===== src/rtl/blu_pkg.sv =====
// Package: shared definitions of the bitwise logic unit.
// Assumes: the operation code is 2 bits wide and its encoding is fixed.
package blu_pkg;
    typedef enum logic [1:0] {
        BLU_AND  = 2'b00,
        BLU_ANDN = 2'b01,
        BLU_OR   = 2'b10,
        BLU_XOR  = 2'b11
    } blu_op_e;
endpackage


===== src/rtl/blu_operand_sel.sv =====
// Module: picks the left operand, either a register value or the
// sign-extended immediate.
// Assumes: IMM_W < DATA_W. The immediate is always treated as signed.
module blu_operand_sel #(
    parameter int DATA_W = 64,
    parameter int IMM_W  = 8
) (
    input  logic              use_imm,
    input  logic [DATA_W-1:0] left_reg,
    input  logic [IMM_W-1:0]  imm,
    output logic [DATA_W-1:0] left_op
);
    localparam int EXT_W = DATA_W - IMM_W;

    logic [DATA_W-1:0] imm_ext;

    // Replicate the immediate's sign bit across the upper bits.
    always_comb begin
        imm_ext = {{EXT_W{imm[IMM_W-1]}}, imm};
    end

    // Pass the register value or the extended immediate.
    always_comb begin
        left_op = use_imm ? imm_ext : left_reg;
    end
endmodule


===== src/rtl/blu_lane.sv =====
// Module: one lane of the bitwise combiner.
// Assumes: op is one of the blu_op_e codes. All bits are independent.
module blu_lane
    import blu_pkg::*;
#(
    parameter int LANE_W = 8
) (
    input  blu_op_e           op,
    input  logic [LANE_W-1:0] a,
    input  logic [LANE_W-1:0] b,
    output logic [LANE_W-1:0] y
);
    // Pick the per-bit boolean function for this lane.
    always_comb begin
        unique case (op)
            BLU_AND:  y = a & b;
            BLU_ANDN: y = a & ~b;
            BLU_OR:   y = a | b;
            BLU_XOR:  y = a ^ b;
            default:  y = '0;
        endcase
    end
endmodule


===== src/rtl/blu_out_stage.sv =====
// Module: output register with a one-cycle valid pulse.
// Assumes: synchronous active-low reset. The data path is not reset.
module blu_out_stage #(
    parameter int DATA_W = 64
) (
    input  logic              clk,
    input  logic              rst_n,
    input  logic              cap,
    input  logic [DATA_W-1:0] d,
    output logic              vld,
    output logic [DATA_W-1:0] q
);
    // The valid pulse follows the capture strobe by one cycle.
    always_ff @(posedge clk) begin
        if (!rst_n) vld <= 1'b0;
        else        vld <= cap;
    end

    // Load new data only on capture, otherwise hold it.
    always_ff @(posedge clk) begin
        if (cap) q <= d;
    end
endmodule


===== src/rtl/bitlogic_unit.sv =====
// Module: top of the bitwise logic unit. Operand select, lane combiner
// and a single output register.
// Assumes: DATA_W is a multiple of LANE_W. Latency is one cycle.
module bitlogic_unit
    import blu_pkg::*;
#(
    parameter int DATA_W = 64,
    parameter int IMM_W  = 8,
    parameter int LANE_W = 8
) (
    input  logic              clk,
    input  logic              rst_n,
    input  logic              in_valid,
    input  logic [1:0]        op,
    input  logic              use_imm,
    input  logic [DATA_W-1:0] left_reg,
    input  logic [IMM_W-1:0]  imm,
    input  logic [DATA_W-1:0] right_reg,
    output logic              out_valid,
    output logic [DATA_W-1:0] result
);
    localparam int NUM_LANES = DATA_W / LANE_W;

    blu_op_e           op_e;
    logic [DATA_W-1:0] left_op;
    logic [DATA_W-1:0] comb_res;

    // Interpret the raw op code as the operation type.
    always_comb begin
        op_e = blu_op_e'(op);
    end

    blu_operand_sel #(.DATA_W(DATA_W), .IMM_W(IMM_W)) u_sel (
        .use_imm  (use_imm),
        .left_reg (left_reg),
        .imm      (imm),
        .left_op  (left_op)
    );

    for (genvar g = 0; g < NUM_LANES; g++) begin : g_lane
        blu_lane #(.LANE_W(LANE_W)) u_lane (
            .op (op_e),
            .a  (left_op[g*LANE_W +: LANE_W]),
            .b  (right_reg[g*LANE_W +: LANE_W]),
            .y  (comb_res[g*LANE_W +: LANE_W])
        );
    end

    blu_out_stage #(.DATA_W(DATA_W)) u_out (
        .clk   (clk),
        .rst_n (rst_n),
        .cap   (in_valid),
        .d     (comb_res),
        .vld   (out_valid),
        .q     (result)
    );
endmodule


===== config.mk =====
export PLATFORM = sky130hd
export DESIGN_NAME = bitlogic_unit
export DESIGN_NICKNAME = d
export VERILOG_FILES = /design/src/rtl/blu_pkg.sv /design/src/rtl/blu_operand_sel.sv /design/src/rtl/blu_lane.sv /design/src/rtl/blu_out_stage.sv /design/src/rtl/bitlogic_unit.sv
export SDC_FILE = /design/constraint.sdc
export NUM_CORES = 1
export LEC_CHECK = 0
export ABC_AREA = 1
export CAP_MARGIN = 20
export CORE_MARGIN = 2
export CORE_UTILIZATION = 54
export CTS_BUF_LIST = sky130_fd_sc_hd__clkbuf_8
export DETAILED_ROUTE_END_ITERATION = 12
export GPL_ROUTABILITY_DRIVEN = 0
export GPL_TIMING_DRIVEN = 0
export HOLD_SLACK_MARGIN = 0.02
export PLACE_DENSITY = 0.95
export SYNTH_ARGS = -nofsm -noshare
export SYNTH_HDL_FRONTEND = slang
export SYNTH_HIERARCHICAL = 1
export SYNTH_SLANG_ARGS = --single-unit

===== constraint.sdc =====
create_clock -name clk -period 3.1 [get_ports clk]
set_input_delay 0.62 -clock clk [delete_from_list [all_inputs] [get_ports clk]]
set_output_delay 0.62 -clock clk [all_outputs]
set_load 0.03 [all_outputs]

==> results of run 1 <==
==> cells in the final DEF (no fill, tap or decap), drive strengths merged <==
| cell type | instances |
|---|---|
| buf | 56 |
| clkdlybuf4s50 | 202 |
| nand3 | 192 |
| diode | 1 |
| clkbuf | 9 |
| edfxtp | 64 |
| nor2 | 64 |
| ha | 64 |
| dfxtp | 1 |
| inv | 268 |
| nand2 | 393 |
| clkinv | 5 |
==> final cells by class <==
cell class | count | area, sq um
repair buffers | 205 | 2050
clock buffers | 9 | 124
plain buffers | 53 | 558
well taps | 172 | 215
flip-flops and latches | 65 | 1940
multi-input cells | 713 | 3560
diodes | 1 | 2.50
fillers | 971 | 3220
inverters | 266 | 1020
clock inverters | 7 | 30.0
==> synth_stat cells (all sizes together) <==
cell type  number  area (sq um)
nand2         393          1480
inv           266          1020
nand3         192          1040
edfxtp         64          1920
ha             64           801
nor2           64           240
buf            53           558
dfxtp           1          20.0
==> state kept, by name, summed over array words and instances (netlist names) <==
name       cells
u_out/q       64
u_out/vld      1
==> logic make-up (layout without fill, tap and decap cells) <==
kind of cell / Yosys count / in the layout / synth area share
simple gates: 649 / 649 / 0.390
flops: 65 / 65 / 0.274
buf+inv: 319 / 540 / 0.223
other cells: 0 / 1 / 0
fa+ha+maj: 64 / 64 / 0.113
==> path summary, 6_finish.rpt <==
kind / start / endpoint / slack, ns
max: imm[7] / u_out/q[35] / 1.02
min: op[0] / u_out/q[3] / 0.69
==> metal layers <==
metal,global-route usage,wire [um],vias up
met5,0,0,-
met4,0.141,805,0
met3,0.0550,1530,52
met2,0.463,9120,317
met1,0.322,7590,3333
li1,-,-,3756
==> worst max-delay path, cell delays in order <==
cell	delay [ns]
clkdlybuf4s50_1	0.47
nand2_2	0.10
buf_6	0.18
buf_6	0.15
nand2_1	0.07
inv_1	0.06
ha_1	0.29
nand3_1	0.08
nand2_1	0.06
inv_1	0.05
nand2_1	0.04
==> power groups by stage <==
stage          sequential (mW)  clock [mW]  combinational [mW]
2_1_floorplan             1.34           0               0.549
3_3_place_gp              1.14           0                1.24
5_1_grt                   1.13       0.678                1.42
3_5_place_dp              1.14           0                1.29
6_report                  1.12       0.618                1.29
4_1_cts                   1.12       0.644                1.29
==> results.json, run 1 <==
{
  "core.rowCount": 41,
  "dr.pass1.iters": 7,
  "grt_pass1_wl_mm": 31.4,
  "seq_power_share": 0.370,
  "die_y_um": 118,
  "post-place-cells": 1474,
  "worst_ep_arrival_time_ns": 2.19,
  "io_buffers": 204,
  "final_hold_viol_count": 0,
  "maxCapViolations": 0,
  "syn_nets": 1303,
  "drt_wl_total_mm": 19.0,
  "first_iter_violations": 557,
  "cts.sinks": 65,
  "antenna_found_initial": 1,
  "rsz0062_at_grt": "no",
  "finalInstanceArea_sq_mm": 0.00950,
  "htreeDepth": 3,
  "hpwl_mm": 14.5,
  "hold_buffers": 0,
  "cts-root-buf": "clkbuf_8",
  "synth_cells": 1097,
  "cts_inserted_buffers": 9,
  "ys_types": 14,
  "irDropWorstVdd_mv": 0.162,
  "die_w_um": 118,
  "ys_seq_area_frac": 0.274,
  "timing.hold.ws_ns": 0.687,
  "p_clk_frac": 0.204,
  "tns_ns": 0,
  "synth_area_sq_mm": 0.00708,
  "cts_tree": "yes",
  "grt_pass1_vias": 6954,
  "powerDensity_mw_per_mm2": 319,
  "p_sw_mw": 1.09,
  "vias": 7458,
  "core_region_area_sq_mm": 0.0127,
  "synth_area_per_cell_sq_um": 6.45,
  "status": "finished, final reports clean",
  "grt_max_degree": 66,
  "postCtsSetupBuffers": 0,
  "instances_no_fill": 1491,
  "layout_setup_ws_ns": 1.02,
  "cp_max_fo": 10,
  "post-route-min-period_ns": 2.08,
  "wl_per_cell_um": 12.8,
  "finalCoreUtilization": 0.747,
  "io_pins": 207,
  "avgViaCountPerCell": 5.00,
  "hold_class": "input port to flip-flop",
  "clockBufferDepth": 2,
  "cp-end-kind": "flip-flop",
  "grt.total_usage": 0.271,
  "leakagePower_nw": 5.20,
  "start_util": 0.556,
  "dpl_worst_slack_ns": 0.648,
  "yosysWarnings": 6,
  "slew_headroom": 0.385,
  "place_area_sq_mm": 0.00935,
  "p_int_mw": 1.94,
  "clkTransAtPathRegs_ns": 0.08,
  "synth_seq_cells": 65,
  "power_frac_comb": 0.426,
  "min_period_over_period": 0.672,
  "fmax_mhz": 480,
  "ant_nets": 0,
  "crit_type": "input port to flip-flop",
  "drcViolationCount": 0,
  "drive_above_1_share": 0.0713,
  "area_growth_pct": 34.3,
  "layout.nets": 1519,
  "whs_path_depth": 5,
  "report.final.setup_viol": 0,
  "cts_resized": 0,
  "die-area_sq_mm": 0.0140,
  "drv_slew": 0,
  "tightest_slew_ns": 0.923,
  "gr-total-overflow": 0,
  "critPathRequiredTime_ns": 3.21,
  "power_switching_share": 0.360,
  "cp-start-kind": "input port",
  "power_mw": 3.03
}
(Power assumes the default switching activity.)
==> run 2, diff against run 1 <==
--- a/config.mk
+++ b/config.mk
@@ -8,13 +8,13 @@
 export ABC_AREA = 1
 export CAP_MARGIN = 20
 export CORE_MARGIN = 2
-export CORE_UTILIZATION = 54
+export CORE_UTILIZATION = 50
 export CTS_BUF_LIST = sky130_fd_sc_hd__clkbuf_8
 export DETAILED_ROUTE_END_ITERATION = 12
 export GPL_ROUTABILITY_DRIVEN = 0
 export GPL_TIMING_DRIVEN = 0
 export HOLD_SLACK_MARGIN = 0.02
-export PLACE_DENSITY = 0.95
+export PLACE_DENSITY = 0.9
 export SYNTH_ARGS = -nofsm -noshare
 export SYNTH_HDL_FRONTEND = slang
 export SYNTH_HIERARCHICAL = 1
==> constraint.sdc (replaced) <==
create_clock -name clk -period 2 [get_ports clk]
set_input_delay 0.4 -clock clk [delete_from_list [all_inputs] [get_ports clk]]
set_output_delay 0.4 -clock clk [all_outputs]
set_load 0.03 [all_outputs]
==> run 2 against run 1 <==
Effect of this change: cell count is 0.47% higher; first-iteration DRC count is 21% lower; clock power is 56% higher; sequential share of layout area hardly changed; setup slack worse by 0.86 ns; highest routed layer unchanged; flip-flop and latch count stayed put; cell area hardly changed; hold slack worse by 0.22 ns.
==> results.json, run 2 (synthesis gave the netlist of run 1 again) <==
{
  "postCtsSetupBuffers": 0,
  "core.rowCount": 43,
  "crit_type": "input port to flip-flop",
  "met3_length_mm": 1.07,
  "worst_path_most_repeated_cell": "nand2_1",
  "cts_tree": "yes",
  "final_hold_viol_count": 0,
  "htreeDepth": 3,
  "cts_resized": 0,
  "maxUsedRoutingLayer": "met4",
  "report.final.setup_viol": 0,
  "tightest_slew_ns": 0.916,
  "layout_common_cells": "392 x nand2_1, 257 x inv_1, 202 x clkdlybuf4s50_1",
  "finalCoreUtilization": 0.685,
  "start_util": 0.510,
  "dpl_worst_slack_ns": -0.214,
  "critPathRequiredTime_ns": 2.11,
  "layout_setup_ws_ns": 0.155,
  "finalInstanceArea_sq_mm": 0.00951,
  "cp-endpoint": "u_out/q[47]",
  "crit_slowest_cell": "clkdlybuf4s50_1",
  "rsz0062_at_grt": "no",
  "crit_path_max_incr_delay_ns": 0.48,
  "cts-root-buf": "clkbuf_8",
  "vias": 7300,
  "avgViaCountPerCell": 4.87,
  "grt_max_degree": 66,
  "core_region_area_sq_mm": 0.0139,
  "grt_pass1_vias": 6750,
  "hpwl_mm": 14.1,
  "cp_max_fo": 10,
  "post-place-cells": 1482,
  "grt_pass1_wl_mm": 29.7,
  "first_iter_violations": 440,
  "clkTransAtPathRegs_ns": 0.07,
  "area_growth_pct": 34.4,
  "cp-start-kind": "input port",
  "wl_per_cell_um": 12.6,
  "die_w_um": 123,
  "irDropWorstVdd_mv": 0.248,
  "leakagePower_nw": 5.19,
  "clockBufferDepth": 2,
  "dr.pass1.iters": 5,
  "drive_above_1_share": 0.0714,
  "gr-total-overflow": 0,
  "die_y_um": 123,
  "reg_top3": "u_out/q x64, u_out/vld x1",
  "drv_slew": 0,
  "antenna_found_initial": 1,
  "io_buffers": 204,
  "largest_register_ffs": 64,
  "power_mw": 4.70,
  "die-area_sq_mm": 0.0151,
  "layout.nets": 1519,
  "maxCapViolations": 0,
  "tns_ns": 0,
  "met1_length_mm": 7.78,
  "io_pins": 207,
  "final_common_cell": "nand2_1",
  "post-route-min-period_ns": 1.85,
  "path_cells": "clkdlybuf4s50_1 > nand2_2 > buf_6 > buf_6 > nand2_1 > inv_1 > ha_1 > nand3_1 > nand2_1 > inv_1 > nand2_1",
  "min_period_over_period": 0.923,
  "cts.sinks": 65,
  "instances_no_fill": 1498,
  "ant_nets": 0,
  "cp-end-kind": "flip-flop",
  "cts_inserted_buffers": 9,
  "drt_wl_total_mm": 18.8,
  "status": "finished, final reports clean",
  "drcViolationCount": 0,
  "grt.total_usage": 0.248,
  "route.met2.wl_mm": 9.26,
  "powerDensity_mw_per_mm2": 494,
  "worst_ep_arrival_time_ns": 1.96,
  "hold_buffers": 0,
  "slew_headroom": 0.390,
  "fmax_mhz": 542,
  "place_area_sq_mm": 0.00936,
  "regMostFlops": "u_out/q",
  "crit_path_start": "imm[7]",
  "hold_class": "input port to flip-flop",
  "timing.hold.ws_ns": 0.463
}
run 2: changes by cell type in the layout (fill, tap and decap cells not counted), sizes merged:
| cell | previous run | this run |
|---|---|---|
| clkinv | 5 | 6 |
| inv | 268 | 266 |
run 2: how the worst min path moves through the flow:
stage                   to  slack, ns  startpoint  depth (start not counted)
6_report       u_out/q[34]       0.46       op[0]                          5
4_1_cts        u_out/q[49]       0.44       op[0]                          5
3_3_place_gp   u_out/q[10]       0.82       op[0]                          5
3_5_place_dp   u_out/q[11]       0.83       op[0]                          5
2_1_floorplan    u_out/vld       0.49    in_valid                          2
5_1_grt        u_out/q[11]       0.48       op[0]                          5
run 2: worst max-delay path: cells and delay by family:
family | cells | cell delay, ns
buffers and inverters | 5 | 0.90
AND/OR/NAND/NOR | 5 | 0.36
adder cells (fa/ha/maj) | 1 | 0.29
run 2: power breakdown:
group | switching, mW | internal, mW
sequential | 0.0438 | 1.69
combinational | 1.11 | 0.890
clock | 0.543 | 0.424
total | 1.69 | 3.00
run 2: cell type report:
cell class	instances	area, sq um
Fill cell	1170	4370
Multi-Input combinational cell	713	3560
Timing Repair Buffer	205	2050
Sequential cell	65	1940
Inverter	266	1020
Buffer	53	558
Tap cell	180	225
Clock buffer	9	124
Clock inverter	6	26.3
Antenna cell	1	2.50
run 2: metal layers:
metal / vias up / global-route usage
li1: 3753 / -
met3: 48 / 0.0360
met2: 258 / 0.434
met5: - / 0
met4: 0 / 0.129
met1: 3241 / 0.294
